[src/rtl/cfgb_pkg.sv]
package cfgb_pkg;

    localparam int WORD_W  = 32;
    localparam int FIELD_W = 8;
    localparam int LEN_W   = 3;
    localparam int BYTES_W = WORD_W / 8;
    localparam int SPACE   = 1 << FIELD_W;

    typedef struct packed {
        logic               busy;
        logic               resp_valid;
        logic [WORD_W-1:0]  resp_rdata;
        logic               dev_req;
        logic               dev_write;
        logic [FIELD_W-1:0] bus;
        logic [FIELD_W-1:0] devfn;
        logic [FIELD_W-1:0] regn;
        logic [LEN_W-1:0]   len;
        logic [WORD_W-1:0]  wdata;
    } seq_state_t;

    // size code: 00 -> 1 byte, 01 -> 2 bytes, 1x -> 4 bytes
    function automatic logic [LEN_W-1:0] size_bytes(input logic [1:0] code);
        logic [LEN_W-1:0] b;
        if (code[1])      b = LEN_W'(BYTES_W);
        else if (code[0]) b = LEN_W'(2);
        else              b = LEN_W'(1);
        return b;
    endfunction

    // bytes that fit before the end of the configuration space
    function automatic logic [LEN_W-1:0] clip_len(input logic [FIELD_W-1:0] regn,
                                                  input logic [LEN_W-1:0]   want);
        logic [FIELD_W:0] room;
        room = (FIELD_W+1)'(SPACE) - {1'b0, regn};
        if ({{(FIELD_W+1-LEN_W){1'b0}}, want} <= room) return want;
        return room[LEN_W-1:0];
    endfunction

    function automatic logic [WORD_W-1:0] len_mask(input logic [LEN_W-1:0] len);
        logic [WORD_W-1:0] m;
        for (int i = 0; i < BYTES_W; i++) begin
            m[8*i +: 8] = (LEN_W'(i) < len) ? 8'hFF : 8'h00;
        end
        return m;
    endfunction

endpackage

[src/rtl/cfgb_addr_reg.sv]
module cfgb_addr_reg
    import cfgb_pkg::*;
(
    input  logic              clk,
    input  logic              rst,
    input  logic              wr_en,
    input  logic [WORD_W-1:0] wr_data,
    output logic [WORD_W-1:0] word
);

    logic [WORD_W-1:0] word_d, word_q;

    always_comb begin
        word_d = word_q;
        if (wr_en) word_d = wr_data;
    end

    always_ff @(posedge clk) begin
        if (rst) word_q <= '0;
        else     word_q <= word_d;
    end

    assign word = word_q;

endmodule

[src/rtl/cfgb_decode.sv]
module cfgb_decode
    import cfgb_pkg::*;
(
    input  logic [3*FIELD_W-1:0] sel_low,
    input  logic [1:0]           offs,
    input  logic [1:0]           size,
    output logic [FIELD_W-1:0]   bus,
    output logic [FIELD_W-1:0]   devfn,
    output logic [FIELD_W-1:0]   regn,
    output logic [LEN_W-1:0]     len,
    output logic                 full_word
);

    always_comb begin
        bus       = sel_low[3*FIELD_W-1 -: FIELD_W];
        devfn     = sel_low[2*FIELD_W-1 -: FIELD_W];
        regn      = {sel_low[FIELD_W-1:2], sel_low[1:0] | offs};
        len       = clip_len(regn, size_bytes(size));
        full_word = size[1];
    end

endmodule

[src/rtl/cfgb_sequencer.sv]
module cfgb_sequencer
    import cfgb_pkg::*;
#(
    parameter int EN_BIT = WORD_W - 1
) (
    input  logic               clk,
    input  logic               rst,
    input  logic               req_valid,
    input  logic               req_write,
    input  logic               req_port,
    input  logic [1:0]         req_offs,
    input  logic [WORD_W-1:0]  req_wdata,
    input  logic [WORD_W-1:0]  sel_word,
    input  logic [FIELD_W-1:0] dec_bus,
    input  logic [FIELD_W-1:0] dec_devfn,
    input  logic [FIELD_W-1:0] dec_regn,
    input  logic [LEN_W-1:0]   dec_len,
    input  logic               dec_full,
    input  logic               dev_ack,
    input  logic               dev_present,
    input  logic [WORD_W-1:0]  dev_rdata,
    output logic               sel_wr_en,
    output seq_state_t         state
);

    seq_state_t st_d, st_q;

    always_comb begin
        st_d            = st_q;
        st_d.dev_req    = 1'b0;
        st_d.resp_valid = 1'b0;
        sel_wr_en       = 1'b0;
        if (!st_q.busy) begin
            if (req_valid) begin
                if (!req_port) begin
                    st_d.resp_valid = 1'b1;
                    if (req_write) begin
                        sel_wr_en       = dec_full && (req_offs == 2'd0);
                        st_d.resp_rdata = '0;
                    end else begin
                        st_d.resp_rdata = sel_word;
                    end
                end else if (!sel_word[EN_BIT]) begin
                    st_d.resp_valid = 1'b1;
                    st_d.resp_rdata = req_write ? '0 : '1;
                end else begin
                    st_d.busy      = 1'b1;
                    st_d.dev_req   = 1'b1;
                    st_d.dev_write = req_write;
                    st_d.bus       = dec_bus;
                    st_d.devfn     = dec_devfn;
                    st_d.regn      = dec_regn;
                    st_d.len       = dec_len;
                    st_d.wdata     = req_wdata;
                end
            end
        end else if (dev_ack) begin
            st_d.busy       = 1'b0;
            st_d.resp_valid = 1'b1;
            if (st_q.dev_write)  st_d.resp_rdata = '0;
            else if (!dev_present) st_d.resp_rdata = '1;
            else                 st_d.resp_rdata = dev_rdata & len_mask(st_q.len);
        end
    end

    always_ff @(posedge clk) begin
        if (rst) st_q <= '0;
        else     st_q <= st_d;
    end

    assign state = st_q;

endmodule

[src/rtl/cfg_window_bridge.sv]
module cfg_window_bridge
    import cfgb_pkg::*;
#(
    parameter int EN_BIT = 31
) (
    input  logic        clk,
    input  logic        rst,
    input  logic        req_valid,
    input  logic        req_write,
    input  logic        req_port,
    input  logic [1:0]  req_offs,
    input  logic [1:0]  req_size,
    input  logic [31:0] req_wdata,
    output logic        resp_valid,
    output logic [31:0] resp_rdata,
    output logic        dev_req,
    output logic        dev_write,
    output logic [7:0]  dev_bus,
    output logic [7:0]  dev_devfn,
    output logic [7:0]  dev_reg,
    output logic [2:0]  dev_len,
    output logic [31:0] dev_wdata,
    input  logic        dev_ack,
    input  logic        dev_present,
    input  logic [31:0] dev_rdata
);

    localparam int SEL_LOW_W = 3 * FIELD_W;

    logic [WORD_W-1:0]  sel_word;
    logic               sel_wr_en;
    logic [FIELD_W-1:0] dec_bus, dec_devfn, dec_regn;
    logic [LEN_W-1:0]   dec_len;
    logic               dec_full;
    seq_state_t         state;

    cfgb_addr_reg u_sel (
        .clk     (clk),
        .rst     (rst),
        .wr_en   (sel_wr_en),
        .wr_data (req_wdata),
        .word    (sel_word)
    );

    cfgb_decode u_dec (
        .sel_low   (sel_word[SEL_LOW_W-1:0]),
        .offs      (req_offs),
        .size      (req_size),
        .bus       (dec_bus),
        .devfn     (dec_devfn),
        .regn      (dec_regn),
        .len       (dec_len),
        .full_word (dec_full)
    );

    cfgb_sequencer #(.EN_BIT(EN_BIT)) u_seq (
        .clk         (clk),
        .rst         (rst),
        .req_valid   (req_valid),
        .req_write   (req_write),
        .req_port    (req_port),
        .req_offs    (req_offs),
        .req_wdata   (req_wdata),
        .sel_word    (sel_word),
        .dec_bus     (dec_bus),
        .dec_devfn   (dec_devfn),
        .dec_regn    (dec_regn),
        .dec_len     (dec_len),
        .dec_full    (dec_full),
        .dev_ack     (dev_ack),
        .dev_present (dev_present),
        .dev_rdata   (dev_rdata),
        .sel_wr_en   (sel_wr_en),
        .state       (state)
    );

    assign resp_valid = state.resp_valid;
    assign resp_rdata = state.resp_rdata;
    assign dev_req    = state.dev_req;
    assign dev_write  = state.dev_write;
    assign dev_bus    = state.bus;
    assign dev_devfn  = state.devfn;
    assign dev_reg    = state.regn;
    assign dev_len    = state.len;
    assign dev_wdata  = state.wdata;

endmodule

[config.mk]
export PLATFORM = sky130hd
export DESIGN_NAME = cfg_window_bridge
export DESIGN_NICKNAME = d
export VERILOG_FILES = /design/src/rtl/cfgb_pkg.sv /design/src/rtl/cfgb_addr_reg.sv /design/src/rtl/cfgb_decode.sv /design/src/rtl/cfgb_sequencer.sv /design/src/rtl/cfg_window_bridge.sv
export SDC_FILE = /design/constraint.sdc
export NUM_CORES = 1
export LEC_CHECK = 0
export BUFFER_PORTS_ARGS = -buffer_cell sky130_fd_sc_hd__buf_2
export CORE_MARGIN = 1
export CORE_UTILIZATION = 52
export DETAILED_ROUTE_END_ITERATION = 10
export PLACE_DENSITY = 0.79
export RECOVER_POWER = 50
export SLEW_MARGIN = 10
export SYNTH_ARGS = -nofsm -noshare
export SYNTH_HDL_FRONTEND = slang
export SYNTH_SLANG_ARGS = --single-unit
[constraint.sdc]
create_clock -name clk -period 2.6 [get_ports clk]
set_clock_uncertainty 0.05 [all_clocks]
set_input_delay 0.65 -clock clk [delete_from_list [all_inputs] [get_ports clk]]
set_output_delay 0.65 -clock clk [all_outputs]
set_load 0.1 [all_outputs]
Word-level counts from Yosys, hierarchy flattened --
Index checks and enable logic that the tools add are counted.
Cells by class: add/subtract/negate cells 1, $lt $le $gt $ge 5, eq/ne operators 2, muxes and demuxes 26, bitwise gates (word level) 5, reductions and logical operators 6
Operators by type and width (number):
- 2-to-1 mux 32 bit | 4
- 2-to-1 mux 61 bit | 2
- 2-to-1 mux 95 bit | 1
- 2-to-1 mux 34 bit | 2
- 2-to-1 mux 33 bit | 2
- AND 32 bit | 1
- 2-to-1 mux 8 bit | 4
- less-or-equal comparator 3 x 9 -> 1 bit | 1
- 2-to-1 mux 3 bit | 3
- subtractor 9 x 8 -> 9 bit, first input constant | 1
- 2-to-1 mux 1 bit | 7
- < comparator 1 x 3 -> 1 bit, first input constant | 2
- < comparator 2 x 3 -> 1 bit, first input constant | 2
- AND reduction 4 bit | 1
- OR reduction 4 bit | 1
- inequality test 3 x 2 -> 1 bit, second input constant | 1
- NOT 1 bit | 3
- AND reduction 3 bit | 1
- zero test 2 bit | 1
- 2-to-1 mux 2 bit | 1
- inequality test 2 bit, second input constant | 1
- bitwise OR 2 bit | 1
- nonzero test 2 bit | 1
- logical AND 1 bit | 1
Storage, ports and cells: bits in registers 127, input port bits 75

Logic depth before layout (Yosys ltp) --
depth in word-level cells 9, mapped depth 9, mapped depth without buffers 9

Hierarchy --
Synthesis repeated with hierarchy kept, for this count alone.
Second synthesis, totals: cells, all modules 714, area, all modules 6052.1 um2
By module, submodules not included:
- cfgb_sequencer | times used 1, cells each 555, area an instance 4475.5 um2, seq. area each 1901.8 um2
- cfgb_addr_reg | times used 1, cells each 103, area an instance 1163.6 um2, seq. area each 640.6 um2
- cfgb_decode | times used 1, cells each 56, area an instance 412.9 um2, seq. area each 0.0 um2

Worst setup path after synthesis --
OpenSTA, ideal clock, no wires.
path type input-to-reg, start in req_offs[0], end reg u_seq.st_q, in the netlist u_seq.state[34], setup time 0.092 ns, arrival 2.308 ns, setup slack 0.150 ns, stages 9, path buffers 0, cell sequence nor2_1 > ha_1 > inv_1 > ha_1 > nor2b_1 > o311ai_1 > a2111oi_4 > and3_2 > nor4_1
Between the ends: cells in the longest elaborated chain, start to end 5
Ends and longest elaborated chain:
- start, declared | line cfg_window_bridge.sv:11 | input logic [1:0] req_offs,
- bitwise OR 2 bit * | line cfgb_decode.sv:17 | regn = {sel_low[FIELD_W-1:2], sel_low[1:0] | offs};
- subtractor 9 x 8 -> 9 bit * | line cfgb_pkg.sv:35 | room = (FIELD_W+1)'(SPACE) - {1'b0, regn};
- less-or-equal comparator 3 x 9 -> 1 bit | line cfgb_pkg.sv:36 | if ({{(FIELD_W+1-LEN_W){1'b0}}, want} <= room) return want;
- 2-to-1 mux 1 bit | line cfgb_pkg.sv:36
- 2-to-1 mux 3 bit * | line cfgb_pkg.sv:37 | return room[LEN_W-1:0];
- end signal, assigned | line cfgb_sequencer.sv:68 | else st_q <= st_d;
- end, declared | line cfgb_sequencer.sv:26 | seq_state_t st_d, st_q;
Mark *: on every way between the ends. The rest lies on a longest branch, timed or not. A chain may end at the register's enable or synchronous reset.

Final worst setup path --
start reg u_sel.word_q[1], in the netlist u_sel.word[1], end reg u_seq.st_q, in the netlist u_seq.state[33]
Between the ends: cells in the longest elaborated chain, start to end 5
Ends and longest elaborated chain:
- start, declared | line cfgb_addr_reg.sv:11 | logic [WORD_W-1:0] word_d, word_q;
- start signal, assigned | line cfgb_addr_reg.sv:20 | else word_q <= word_d;
- bitwise OR 2 bit * | line cfgb_decode.sv:17
- subtractor 9 x 8 -> 9 bit * | line cfgb_pkg.sv:35
- less-or-equal comparator 3 x 9 -> 1 bit | line cfgb_pkg.sv:36
- 2-to-1 mux 1 bit | line cfgb_pkg.sv:36
- 2-to-1 mux 3 bit * | line cfgb_pkg.sv:37
Marked as above.

==> results.py <==
metrics = {
    "status": {
        "outcome": "finished, final reports clean",
    },
    "routing": {
        "routed_wl_um": 14290,
        "viasPerCell": 5.234,
        "via_count": 5030,
        "drt_iter0_drc": 271,
        "detail-route-antenna-nets": 0,
        "drtPass1Iterations": 5,
        "wire_per_inst_um": 14.87,
        "drc_errors": 0,
    },
    "die": {
        "die_area_sq_um": 11470,
        "die_h_um": 107.1,
        "std_cell_rows": 38,
        "core_sq_um": 10790,
        "start_util_pct": 53.21,
        "io_pins": 169,
        "die_x_um": 107.1,
    },
    "clock_tree": {
        "clockBufferDepth": 2,
        "cts_tree": "yes",
        "numCtsBuffers": 17,
        "cts.htree.levels": 4,
        "cts_sinks": 127,
        "insertion_delay_ns": 0.52,
        "postCtsSetupBuffers": 0,
        "cts_resized": 0,
        "cts-hold-fix-buffers": 0,
        "path_clk_slew_ns": 0.06,
        "cts_root_buf": "clkbuf_8",
    },
    "synthesis": {
        "synthTopCellsByArea": "dfxtp_1 44%, nand2_1 15%, buf_4 12%",
        "ys_seq_elements": 127,
        "seq_area_frac_synth_pct": 44.27,
        "syn_nets": 829,
        "synth_top_area_share_pct": 44.27,
        "ys_types": 36,
        "avgSynthCellArea_sq_um": 7.657,
        "synthCells": 750,
        "yosys.area.top_type": "dfxtp_1",
        "yosys_warnings": 0,
        "syn_area_sq_um": 5743,
    },
    "placement": {
        "place_ws_ns": -0.08563,
        "dp.cells": 929,
        "port_buffers": 168,
        "gp_congestion": 0.8329,
        "place_hpwl_um": 9704,
    },
    "worst_setup_path": {
        "cp_slowest_stage_delay_ns": 0.43,
        "crit_type": "reg -> reg",
        "crit_slowest_cell": "a2111oi_4",
        "crit_required_ns": 2.90,
        "crit_fanout": 4,
        "crit_top_cell": "ha_1",
        "crit_family": "compound AO/OA/AOI/OAI gates",
        "end_kind": "flop",
        "critPathLaunchType": "flop",
        "cp_cell_sequence": "nor2_1, ha_1, xor2_1, ha_1, nand3_1, o21ai_0, a2111oi_4, mux2i_1, a211oi_2",
        "crit_arrival_ns": 2.77,
        "critPathBufInv": 0,
    },
    "flow_run": {
        "cap_viol_max_count": 0,
    },
    "power": {
        "power_leakage_nw": 2.680,
        "fin_total_pwr_w": 0.004747,
        "power_density_nw_per_um2": 716.3,
        "vdd_ir_drop_max_mv": 0.3842,
    },
    "sta": {
        "drv_slew": 0,
        "tightest_slew_ns": 1.114,
        "rsz0062_at_grt": "no",
        "period_needed_ns": 2.465,
        "worst_hold_slack_ns": 0.3286,
        "hold_viol_final": 0,
        "fin_ws_ns": 0.1353,
        "min_period_over_period_pct": 94.79,
        "fmax_ghz": 0.4057,
        "final-setup-viol-count": 0,
        "relSlewSlack_pct": 25.58,
    },
    "global_routing": {
        "overflow": 0,
        "grt_max_degree": 59,
        "first_global_vias": 4580,
        "grt_pass1_wl_um": 22510,
        "antenna_found_initial": 0,
        "track_usage_pct": 25.46,
    },
    "final_layout": {
        "nFillCells": 977,
        "n_antenna_cell": 0,
        "final_nets": 887,
        "area_growth_pct": 15.40,
        "drive_gt1_share_pct": 27.28,
        "layout.cells.non_filler": 961,
    },
    "min_path": {
        "hp-class": "in -> reg",
    },
}
-- per-layer routing --
metal	track usage (%)	part of all wire (%)	wire length [um]
met1	35.21	46	6598
met2	38.99	45	6458
met3	4.681	7.0	994
met4	10.47	1.7	242
met5	0	0	0
-- report_power, final --
| group | internal, W | switching [W] | total [W] | leakage [nW] |
|---|---|---|---|---|
| sequential | 0.00197 | 0.0000145 | 0.00199 | 1.03 |
| combinational | 0.0000957 | 0.000286 | 0.000382 | 1.37 |
| clock | 0.00151 | 0.000868 | 0.00238 | 0.287 |
-- registers in the layout, summed over array words and instances, names as in the netlist --
register,flops
u_sel.word,32
u_seq.state,95
-- cell usage after synthesis --
master,count
or2_2,2
nor3b_2,1
dfxtp_1,127
o21ai_0,34
a21oi_1,112
clkbuf_1,47
and3_2,1
nand4b_1,1
buf_2,1
nand2b_1,1
a211oi_1,1
nor4_1,1
a211oi_2,1
xor2_1,1
nor3_2,1
buf_4,91
a2111oi_4,1
mux2i_1,3
nand3b_1,1
or3_1,1
inv_1,2
nand4_1,1
xnor2_1,1
nor2_1,11
buf_1,4
a31oi_1,24
nand2_1,235
o311ai_1,1
a21o_1,26
nor3_1,2
nor2b_1,5
a22oi_1,1
and2b_2,1
ha_1,4
and4_1,1
nand3_1,2
-- stage by stage --
step                      TNS (ns)  cell area [sq um]  utilization, %
after global routing             0               6628           61.41
after global placement    -0.01802               6042           55.98
after detailed placement   -0.1647               6042           55.98
after floorplan                  0               5743               -
final                            0               6628           61.41
after CTS                        0               6645           61.57
-- worst reg2reg max path: stages, from the launching register on --
cell,delay [ns]
dfxtp_1,0.35
nor2_1,0.16
ha_1,0.22
xor2_1,0.24
ha_1,0.28
nand3_1,0.06
o21ai_0,0.13
a2111oi_4,0.43
mux2i_1,0.28
a211oi_2,0.09
-- area by class of cell --
class	count	area, sq um	share of cell area, %
clock buffers	19	441.7	6.664
clock inverters	13	161.4	2.435
inverters	2	7.507	0.1133
multi-input cells	478	2323	35.06
flip-flops and latches	127	2542	38.36
well taps	140	175.2	2.643
repair buffers	182	975.9	14.73
-- placed cells by master, fill, tap and decap left out, types with 2 or more instances in the layout --
cell,count
inv_6,2
clkinv_2,3
a21o_1,26
clkbuf_2,4
clkbuf_16,16
nor2_1,11
o21ai_0,34
a21oi_1,112
nor3_1,2
a31oi_1,24
ha_1,4
bufinv_16,3
dfxtp_1,127
mux2i_1,3
nor2b_1,5
clkbuf_8,3
nand2_1,235
buf_2,167
inv_1,2
or2_2,2
buf_4,8
buf_12,3
clkinvlp_4,4
-- final timing paths --
check	start	to	slack [ns]	cells past startpoint
setup / recovery	u_sel.word[1]$_SDFFE_PP0P_	u_seq.state[33]$_SDFFE_PP0P_	0.14	9
hold reg to reg	u_seq.state[58]$_SDFFE_PP0P_	u_seq.state[58]$_SDFFE_PP0P_	0.40	2
setup reg to reg	u_sel.word[1]$_SDFFE_PP0P_	u_seq.state[33]$_SDFFE_PP0P_	0.14	9
hold / removal	req_wdata[7]	u_sel.word[7]$_SDFFE_PP0P_	0.33	3
-- cell families after synthesis --
group                      after synthesis  synth area share [%]
AOI/OAI and AO/OA                      201                 19.85
xor gates and xnor gates                 2                0.3051
adders and majority gates                4                0.8715
buffers and inverters                  145                 15.45
DFF                                    127                 44.27
muxes                                    3                0.5229
and+or+nand+nor                        268                 18.74
Power figures use the tool's default switching activity.
